==> config.mk <==
export PLATFORM = sky130hd
export DESIGN_NAME = hz_unit
export DESIGN_NICKNAME = d
export VERILOG_FILES = /design/src/rtl/hz_pkg.sv /design/src/rtl/hz_dest_sel.sv /design/src/rtl/hz_bypass_pick.sv /design/src/rtl/hz_load_use.sv /design/src/rtl/hz_unit.sv
export SDC_FILE = /design/constraint.sdc
export NUM_CORES = 1
export LEC_CHECK = 0
export ABC_CLOCK_PERIOD_IN_PS = 1500
export BUFFER_PORTS_ARGS = -buffer_cell sky130_fd_sc_hd__buf_2
export CAP_MARGIN = 5
export CORE_UTILIZATION = 32
export DETAILED_ROUTE_END_ITERATION = 8
export PLACE_DENSITY = 0.65
export SYNTH_ARGS = -nofsm -noshare
export SYNTH_HDL_FRONTEND = slang
export SYNTH_SLANG_ARGS = --single-unit
==> constraint.sdc <==
create_clock -name vclk -period 1.5
set_input_delay 0.15 -clock vclk [all_inputs]
set_output_delay 0.15 -clock vclk [all_outputs]
set_load 0.01 [all_outputs]
==> src/rtl/hz_pkg.sv <==
// Shared constants and encodings for the pipeline hazard unit.
// Assumes a 32-entry register file with register 0 hard-wired to zero.
package hz_pkg;
    localparam int REG_W    = 5;
    localparam int NSTG     = 3;   // ALU, memory, write-back, in priority order
    localparam int NOPER    = 2;   // decode Rs, decode Rt
    localparam int LINK_REG = (1 << REG_W) - 1;
    localparam int AUX_REG  = 27;

    typedef enum logic [1:0] {
        BYP_RF  = 2'd0,
        BYP_ALU = 2'd1,
        BYP_MEM = 2'd2,
        BYP_WB  = 2'd3
    } byp_e;

    typedef enum logic [1:0] {
        DST_RD   = 2'd0,
        DST_RT   = 2'd1,
        DST_LINK = 2'd2,
        DST_AUX  = 2'd3
    } dst_e;
endpackage

==> src/rtl/hz_dest_sel.sv <==
// Resolves one stage's final write destination from its select and fields.
// Flags the destination as live only if the stage writes a register other
// than register 0. Assumes the select encoding given by hz_pkg::dst_e.
module hz_dest_sel #(
    parameter int REG_W    = hz_pkg::REG_W,
    parameter int LINK_REG = hz_pkg::LINK_REG,
    parameter int AUX_REG  = hz_pkg::AUX_REG
) (
    input  logic [REG_W-1:0] rt_i,
    input  logic [REG_W-1:0] rd_i,
    input  logic [1:0]       wsel_i,
    input  logic             we_i,
    output logic [REG_W-1:0] dst_o,
    output logic             live_o
);
    import hz_pkg::*;

    // Pick the destination register named by the select.
    always_comb begin
        unique case (dst_e'(wsel_i))
            DST_RD:   dst_o = rd_i;
            DST_RT:   dst_o = rt_i;
            DST_LINK: dst_o = REG_W'(LINK_REG);
            default:  dst_o = REG_W'(AUX_REG);
        endcase
    end

    // A destination counts only when written and nonzero.
    always_comb live_o = we_i && (dst_o != '0);
endmodule

==> src/rtl/hz_bypass_pick.sv <==
// Chooses the bypass source for one decode operand.
// Stage index 0 has the highest priority. Select value i+1 names stage i,
// and 0 names the register file. Assumes NSTG <= 3 so the select fits 2 bits.
module hz_bypass_pick #(
    parameter int REG_W = hz_pkg::REG_W,
    parameter int NSTG  = hz_pkg::NSTG
) (
    input  logic [REG_W-1:0]      src_i,
    input  logic [NSTG*REG_W-1:0] dst_i,
    input  logic [NSTG-1:0]       live_i,
    output logic [1:0]            sel_o
);
    // Scan from lowest to highest priority so the youngest match is last.
    always_comb begin
        sel_o = 2'd0;
        for (int i = NSTG - 1; i >= 0; i--) begin
            if (live_i[i] && (dst_i[i*REG_W +: REG_W] == src_i) && (src_i != '0))
                sel_o = 2'(i + 1);
        end
    end
endmodule

==> src/rtl/hz_load_use.sv <==
// Detects a load in the ALU stage whose destination is read in decode.
// Assumes live_i already excludes unwritten and register-0 destinations.
// Both source fields are compared, whether or not the instruction uses them.
module hz_load_use #(
    parameter int REG_W = hz_pkg::REG_W
) (
    input  logic [REG_W-1:0] alu_dst_i,
    input  logic             alu_live_i,
    input  logic             alu_load_i,
    input  logic [REG_W-1:0] rs_i,
    input  logic [REG_W-1:0] rt_i,
    output logic             hit_o
);
    // Raise the hazard when either source reads the pending load result.
    always_comb hit_o = alu_live_i && alu_load_i &&
                        ((alu_dst_i == rs_i) || (alu_dst_i == rt_i));
endmodule

==> src/rtl/hz_unit.sv <==
// Top of the forwarding and hazard unit for a five-stage pipeline. Purely
// combinational. Assumes the redirect is raised by the instruction in the
// ALU stage, so the two younger instructions (fetch and decode) are killed.
// A redirect overrides a same-cycle load-use stall.
module hz_unit #(
    parameter int REG_W = hz_pkg::REG_W
) (
    input  logic [REG_W-1:0] dec_rs_i,
    input  logic [REG_W-1:0] dec_rt_i,
    input  logic [REG_W-1:0] alu_rt_i,
    input  logic [REG_W-1:0] alu_rd_i,
    input  logic [1:0]       alu_wsel_i,
    input  logic             alu_we_i,
    input  logic             alu_load_i,
    input  logic [REG_W-1:0] mem_rt_i,
    input  logic [REG_W-1:0] mem_rd_i,
    input  logic [1:0]       mem_wsel_i,
    input  logic             mem_we_i,
    input  logic [REG_W-1:0] wb_rt_i,
    input  logic [REG_W-1:0] wb_rd_i,
    input  logic [1:0]       wb_wsel_i,
    input  logic             wb_we_i,
    input  logic             redirect_i,
    output logic [1:0]       fwd_rs_sel_o,
    output logic [1:0]       fwd_rt_sel_o,
    output logic             load_use_o,
    output logic             hold_o,
    output logic             kill_dec_o,
    output logic             kill_alu_o
);
    localparam int NSTG  = hz_pkg::NSTG;
    localparam int NOPER = hz_pkg::NOPER;

    logic [NSTG*REG_W-1:0]  stg_rt, stg_rd, stg_dst;
    logic [NSTG*2-1:0]      stg_wsel;
    logic [NSTG-1:0]        stg_we, stg_live;
    logic [NOPER*REG_W-1:0] opr_src;
    logic [NOPER*2-1:0]     opr_sel;

    // Gather the per-stage fields in priority order: ALU, memory, write-back.
    always_comb begin
        stg_rt   = {wb_rt_i,   mem_rt_i,   alu_rt_i};
        stg_rd   = {wb_rd_i,   mem_rd_i,   alu_rd_i};
        stg_wsel = {wb_wsel_i, mem_wsel_i, alu_wsel_i};
        stg_we   = {wb_we_i,   mem_we_i,   alu_we_i};
        opr_src  = {dec_rt_i,  dec_rs_i};
    end

    for (genvar s = 0; s < NSTG; s++) begin : g_stage
        hz_dest_sel #(.REG_W(REG_W)) u_dest (
            .rt_i   (stg_rt[s*REG_W +: REG_W]),
            .rd_i   (stg_rd[s*REG_W +: REG_W]),
            .wsel_i (stg_wsel[s*2 +: 2]),
            .we_i   (stg_we[s]),
            .dst_o  (stg_dst[s*REG_W +: REG_W]),
            .live_o (stg_live[s])
        );
    end

    for (genvar o = 0; o < NOPER; o++) begin : g_oper
        hz_bypass_pick #(.REG_W(REG_W), .NSTG(NSTG)) u_pick (
            .src_i  (opr_src[o*REG_W +: REG_W]),
            .dst_i  (stg_dst),
            .live_i (stg_live),
            .sel_o  (opr_sel[o*2 +: 2])
        );
    end

    hz_load_use #(.REG_W(REG_W)) u_lu (
        .alu_dst_i  (stg_dst[0 +: REG_W]),
        .alu_live_i (stg_live[0]),
        .alu_load_i (alu_load_i),
        .rs_i       (dec_rs_i),
        .rt_i       (dec_rt_i),
        .hit_o      (load_use_o)
    );

    // Combine the stall and the redirect into the pipeline control outputs.
    always_comb begin
        fwd_rs_sel_o = opr_sel[0 +: 2];
        fwd_rt_sel_o = opr_sel[2 +: 2];
        hold_o       = load_use_o && !redirect_i;
        kill_dec_o   = redirect_i;
        kill_alu_o   = redirect_i || load_use_o;
    end
endmodule

# --- Word-level counts from Yosys, hierarchy flattened ---
# Index checks and enable logic that the tools add are counted.
word_totals:
  ff_bits: 0
  input_bits: 51
  out_inout_bits: 8
  elab_cells: 50
op_classes:
  eq_ne: 12
  mux: 9
  n_reduce_logical: 29
ops:
  columns: ["cell", "count"]
  rows:
  - ["$pmux W5 S3", 3]
  - ["$eq A5 B5 Y1", 6]
  - ["$reduce_bool A5 Y1", 5]
  - ["$logic_and A1 B1 Y1", 18]
  - ["$mux W2", 6]
  - ["$eq A2 B1 Y1 const B", 3]
  - ["$eq A2 B2 Y1 const B", 3]
  - ["$logic_not A2 Y1", 3]
  - ["$logic_or A1 B1 Y1", 2]
  - ["$logic_not A1 Y1", 1]

# --- Depth between registers and ports, before layout ---
# Gate-level depths: netlist (run 1).
logic_depth:
  depth_word: 9
  mapped_depth: 7
  mapped_depth_nobuf: 6

# --- Cells and area by module ---
# Synthesis (run 1) repeated with hierarchy kept, for this count alone.
hier_totals:
  hier_cells: 120
  hier_area_um2: 889.6
modules_own_cells:
  columns: ["module", "n_inst", "cells_per_inst", "area_per_inst_um2", "seq_area_each_um2"]
  rows:
  - ["hz_bypass_pick", 2, 27, 203.9, 0.0]
  - ["hz_dest_sel", 3, 16, 115.1, 0.0]
  - ["hz_load_use", 1, 15, 116.4, 0.0]
  - ["hz_unit", 1, 3, 20.0, 0.0]

# --- Worst setup path after synthesis (run 1) ---
# Ideal clock, no wire load.
synth_path:
  path_kind: "input -> output"
  start: "input alu_wsel_i[0]"
  end: "output kill_alu_o"
  arrival_ps: 1395
  t_required_ps: 1350
  slack_ps: -45
  stages: 6
  path_buffers: 1
  cell_sequence: "buf_4 -> a211oi_4 -> o21ai_2 -> o31ai_4 -> nor4_2 -> or3_1"
synth_via:
  elab_chain_len: 7
  elab_cells_between_ends: 12
  cone_classes: "eq/ne: 4; mux: 1; reduce/logical: 7"
synth_lines:
  columns: ["element", "line_no", "text"]
  rows:
  - ["start, declared", "hz_unit.sv:12", "input logic [1:0] alu_wsel_i,"]
  - ["$eq A2 B2 Y1, or another cell as far along", "hz_dest_sel.sv:20", "unique case (dst_e'(wsel_i))"]
  - ["$pmux W5 S3 *", "hz_dest_sel.sv:20", null]
  - ["$reduce_bool A5 Y1", "hz_dest_sel.sv:29", "always_comb live_o = we_i && (dst_o != '0);"]
  - ["$logic_and A1 B1 Y1", "hz_dest_sel.sv:29", null]
  - ["$logic_and A1 B1 Y1", "hz_load_use.sv:15", "always_comb hit_o = alu_live_i && alu_load_i &&"]
  - ["$logic_and A1 B1 Y1 *", "hz_load_use.sv:15", null]
  - ["$logic_or A1 B1 Y1 *", "hz_unit.sv:84", "kill_alu_o = redirect_i || load_use_o;"]
  - ["end, declared", "hz_unit.sv:29", "output logic kill_alu_o"]
# Every way passes the cells marked *; elsewhere a longest branch is shown, timed or not.

# --- Worst setup path in the final report (run 1) ---
layout_path:
  start: "input alu_rd_i[3]"
  end: "output kill_alu_o"
layout_via:
  elab_chain_len: 6
  elab_cells_between_ends: 9
  cone_classes: "eq/ne: 2; mux: 1; reduce/logical: 6"
layout_lines:
  columns: ["element", "line_no", "text"]
  rows:
  - ["start, declared", "hz_unit.sv:11", "input logic [REG_W-1:0] alu_rd_i,"]
  - ["$pmux W5 S3 *", "hz_dest_sel.sv:20", null]
  - ["$reduce_bool A5 Y1", "hz_dest_sel.sv:29", null]
  - ["$logic_and A1 B1 Y1", "hz_dest_sel.sv:29", null]
  - ["$logic_and A1 B1 Y1", "hz_load_use.sv:15", null]
  - ["$logic_and A1 B1 Y1 *", "hz_load_use.sv:15", null]
  - ["$logic_or A1 B1 Y1 *", "hz_unit.sv:84", null]
# Marks and branches as above.

==> results.sh, run 1 <==
export IMPL_status="finished, violations left"
export IMPL_clock_buffers=0
export IMPL_drv_cap=0
export IMPL_io_buffers=59
export IMPL_post_route_drc_count=0
export IMPL_cellPowerDensity_nw_per_um2=303.9
export IMPL_fin_crit_sh_pct=120.0
export IMPL_finalSetupViolations=7
export IMPL_syn_inst=120
export IMPL_grt_pass1_wl_um=5464
export IMPL_p_leak_nw=0.7342
export IMPL_criticalPathCategory="in2out"
export IMPL_rsz0062_at_grt="yes"
export IMPL_clkPwrFrac_pct=0
export IMPL_syn_area_per_cell_um2=7.549
export IMPL_power_switching_mw=0.2569
export IMPL_via_per_inst=5.424
export IMPL_drt_iter0_markers=50
export IMPL_detail_route_first_pass_iterations=4
export IMPL_required_ns=1.35
export IMPL_syn_nets=171
export IMPL_worstMarginPinSlew_ns=0.3063
export IMPL_min_path_type="in2out"
export IMPL_vias=1280
export IMPL_cp_end_kind="output port"
export IMPL_multi_input_area_um2=1057
export IMPL_synth_area_um2=905.9
export IMPL_grt_pass1_vias=1279
export IMPL_grt_antenna_before_repair=0
export IMPL_die_h_um=55.21
export IMPL_syn_to_final_growth_pct=90.88
export IMPL_finalCriticalPeriod_ns=1.800
export IMPL_swShare_pct=48.88
export IMPL_die_width_um=55.21
export IMPL_layout_common_cells="buf_2, buf_4, xnor2_1"
export IMPL_nFlopsAndLatches=0
export IMPL_slew_limit_headroom_pct=79.58
export IMPL_core_area_um2=2567
export IMPL_fillCellCount=229
export IMPL_violations="setup timing"
export IMPL_combPwrFrac_pct=100.0
export IMPL_holdPathEnd="kill_dec_o"
export IMPL_mostFrequentLayoutCell="buf_2"
export IMPL_dp_slack_ns=-0.3286
export IMPL_holdPathStages=2
export IMPL_drive_gt1_share_pct=62.14
export IMPL_timing_final_ws_setup_ns=-0.3003
export IMPL_post_drt_wl_per_cell_um=15.80
export IMPL_grt_max_degree=14
export IMPL_slew_violations=0
export IMPL_io_pins=59
export IMPL_gp_congestion=0.8423
export IMPL_start_util_pct=35.28
export IMPL_antenna_cells=0
export IMPL_die_area_um2=3048
export IMPL_p_int_mw=0.2686
export IMPL_sequentialPowerShare_pct=0
export IMPL_cp_start_kind="primary input"
export IMPL_fin_area_um2=1729
export IMPL_nets=259
export IMPL_arrival_ns=1.65
export IMPL_grt_ovfl_total=0
export IMPL_peakVddDrop_uv=193.9
export IMPL_ff_latch_area_um2=0
export IMPL_dpl_cell_area_um2=1395
export IMPL_drtAntennaViolNets=0
export IMPL_synth_distinct_cells=32
export IMPL_holdCritStartpoint="redirect_i"
export IMPL_totalWireLength_um=3728
export IMPL_hold_violations=0
export IMPL_fmax_ghz=0.5555
export IMPL_dpl_hpwl_um=2733
export IMPL_grt_usage_pct=21.35
export IMPL_ys_warn_count=0
export IMPL_critPathMaxFanout=4
export IMPL_seq_area_frac_synth_pct=0
export IMPL_placementRows=18
## critical path, stage by stage
cell and delay, ns:
buf_6 0.09, nor2b_4 0.12, a211oi_4 0.25, o21ai_2 0.11, o31ai_4 0.19, buf_6 0.16
nor4_4 0.04, or3_1 0.37, buf_2 0.15
## Yosys cell counts, types with 3 or more instances
master | count | share of area [%]
xnor2_1 | 18 | 17
nor4_2 | 3 | 4.1
nor2b_1 | 12 | 8.3
nand2b_1 | 3 | 2.1
a21oi_1 | 7 | 3.9
a211oi_1 | 3 | 2.5
nor2_1 | 7 | 2.9
a211oi_2 | 8 | 11
nand3_1 | 4 | 2.2
nor3_1 | 11 | 6.1
nor4_1 | 3 | 2.1
xor2_1 | 12 | 12
## cell families after synthesis
logic type	count (synthesis)	share of synthesized area, %
AO/OA/AOI/OAI	29	29.70
XOR/XNOR	30	29.01
buffers and inverters	5	3.866
AND/OR/NAND/NOR	56	37.43
## power by group through the flow
stage	clock, mW	combinational [mW]	sequential [mW]
final	0	0.525	0
after global routing	0	0.561	0
after CTS	0	0.432	0
after detailed placement	0	0.399	0
after global placement	0	0.382	0
after floorplan	0	0.210	0
## layout make-up
type	instances	area share (%)
timing repair buffer	90	36.47
tap	30	2.171
multi-input combinational	115	61.14
inverter	1	0.2171
## routing by layer
metal	routed length (um)	part of all wire [%]	global-route usage, %	vias to the layer above
met4	93	2.5	3.571	0
met1	1313	35	24.04	598
met5	0	0	0	-
met3	236	6.3	2.576	11
li1	-	-	-	608
met2	2085	56	42.51	63
## through the flow
stage               std cells  hold slack, ns  utilization, %  total power, mW  setup TNS, ns
finish                    236          0.5087           67.35           0.5255         -1.723
global route              236          0.5263           67.35           0.5608         -2.394
CTS                       232          0.5098           58.28           0.4320         -1.716
detailed placement        229          0.5098           54.34           0.3991         -2.070
global placement          229          0.5039           54.34           0.3816         -1.823
floorplan                 120          0.3918               -           0.2100       -0.04524
## worst max-delay path by stage
stage	slack, ns	depth (start not counted)	endpoint	startpoint
6_report	-0.30	9	kill_alu_o	alu_rd_i[3]
5_1_grt	-0.38	9	fwd_rs_sel_o[1]	mem_wsel_i[0]
4_1_cts	-0.29	8	kill_alu_o	alu_wsel_i[0]
3_5_place_dp	-0.33	8	kill_alu_o	alu_wsel_i[0]
3_3_place_gp	-0.29	9	fwd_rs_sel_o[0]	alu_wsel_i[0]
2_1_floorplan	-0.05	6	kill_alu_o	alu_wsel_i[0]
## what timing repair did
action	4_1_cts	5_1_grt
gates resized for setup	12	44
buffers inserted	2	4
pin swaps	10	21
hold buffers	0	0
endpoints found under the setup margin	7	7
cloned	1	0
Note: power is estimated with default switching activity, not from simulation.
==> run 2: changes to the inputs <==
ABC_CLOCK_PERIOD_IN_PS = unset   (was 1500)
PLACE_DENSITY = 0.68   (was 0.65)
clock period = 1.9 ns   (was 1.5 ns; I/O delays follow)
==> results.sh, run 2 (synthesis results as in run 1) <==
export IMPL_layout_common_cells="buf_2, xnor2_1, xor2_1"
export IMPL_post_drt_wl_per_cell_um=13.83
export IMPL_dpl_hpwl_um=2399
export IMPL_totalWireLength_um=2931
export IMPL_mostFrequentLayoutCell="buf_2"
export IMPL_cellPowerDensity_nw_per_um2=235.4
export IMPL_finalSetupViolations=0
export IMPL_grt_pass1_wl_um=4588
export IMPL_detail_route_first_pass_iterations=4
export IMPL_dp_cells=209
export IMPL_post_route_drc_count=0
export IMPL_p_leak_nw=0.5688
export IMPL_grt_antenna_before_repair=0
export IMPL_start_util_pct=35.28
export IMPL_cp_end_kind="output port"
export IMPL_nets=235
export IMPL_ff_latch_area_um2=0
export IMPL_finalCriticalPeriod_ns=1.876
export IMPL_drive_gt1_share_pct=51.65
export IMPL_layoutNonFillerInstCount=212
export IMPL_vias=1128
export IMPL_slew_violations=0
export IMPL_final_util_pct=55.07
export IMPL_via_per_inst=5.321
export IMPL_hold_violations=0
export IMPL_core_area_um2=2567
export IMPL_min_path_type="in2out"
export IMPL_worstMarginPinSlew_ns=0.4132
export IMPL_required_ns=1.71
export IMPL_grt_usage_pct=17.80
export IMPL_criticalPathCategory="in2out"
export IMPL_grt_ovfl_total=0
export IMPL_grt_pass1_vias=1118
export IMPL_drt_iter0_markers=30
export IMPL_drtAntennaViolNets=0
export IMPL_io_buffers=59
export IMPL_status="finished clean"
export IMPL_die_h_um=55.21
export IMPL_nFlopsAndLatches=0
export IMPL_slew_limit_headroom_pct=72.29
export IMPL_critPathMaxFanout=2
export IMPL_cp_start_kind="primary input"
export IMPL_grt_max_degree=15
export IMPL_io_pins=59
export IMPL_antenna_cells=0
export IMPL_peakVddDrop_uv=135.4
export IMPL_arrival_ns=1.69
export IMPL_drv_cap=0
export IMPL_syn_to_final_growth_pct=56.08
export IMPL_die_width_um=55.21
export IMPL_gp_congestion=0.8849
export IMPL_fmax_ghz=0.5330
export IMPL_placementRows=18
export IMPL_rsz0062_at_grt="yes"
export IMPL_cts_hold_buf=0
export IMPL_fin_crit_sh_pct=98.74
export IMPL_die_area_um2=3048
export IMPL_clock_buffers=0
-- run 2: cell count changes in the layout (fill, tap and decap cells not counted), moves of 2 or more --
cell | before | now
xnor2_1 | 16 | 18
buf_2 | 53 | 55
a21oi_1 | 5 | 7
nor2b_4 | 4 | 1
a21oi_2 | 3 | 1
nor2b_1 | 7 | 11
nor3_2 | 5 | 2
buf_6 | 8 | 2
a211oi_4 | 7 | 4
xnor2_2 | 2 | 0
nor3_4 | 0 | 2
a211oi_2 | 3 | 6
buf_4 | 25 | 6
-- run 2: where the power goes --
group / switching (mW) / total (mW) / internal, mW
Clock: 0 / 0 / 0
Combinational: 0.176 / 0.333 / 0.156
Sequential: 0 / 0 / 0
-- run 2: cell type report --
cell class	count	area [um2]
Timing Repair Buffer	66	385.4
Fill cell	267	1154
Tap cell	30	37.54
Multi-Input combinational cell	115	987.2
Inverter	1	3.754
-- run 2: stage by stage --
stage / worst slack, ns / setup TNS [ns] / area (um2) / total power [mW] / hold slack, ns
floorplan: 0.2748 / 0 / 905.9 / 0.1640 / 0.4718
global placement: -0.007889 / -0.007889 / 1237 / 0.2695 / 0.5844
detailed placement: -0.06193 / -0.2271 / 1237 / 0.2798 / 0.5898
CTS: 0.007299 / 0 / 1262 / 0.2863 / 0.5893
global route: -0.06033 / -0.1757 / 1414 / 0.3615 / 0.6089
finish: 0.02386 / 0 / 1414 / 0.3328 / 0.5875
-- run 2: worst paths after layout --
path / from / endpoint / slack, ns / cells after the start
worst min-delay path: redirect_i / kill_dec_o / 0.59 / 2
worst max-delay path: alu_rd_i[4] / fwd_rt_sel_o[0] / 0.02 / 8
-- run 2: routing by layer --
metal	share of wire [%]	routed length [um]	global-route usage, %	up-vias
met5	0	0	0	-
met4	0.75	22	2.143	0
met3	3.9	113	0.2342	2
met2	56	1649	37.87	36
met1	39	1145	19.52	524
li1	-	-	-	566
-- run 2: repair_timing --
item / in CTS / in global routing
gates resized for setup: 4 / 27
setup endpoints to repair: 7 / 7
setup buffers: 1 / 3
pin swaps: 3 / 20
-- run 2: critical path, stage by stage --
cell and delay [ns]:
buf_2 0.12, nor2b_1 0.15, a211oi_4 0.27, xor2_1 0.28, nand3_2 0.18, nor3_4 0.22, o21bai_1 0.13, buf_2 0.14
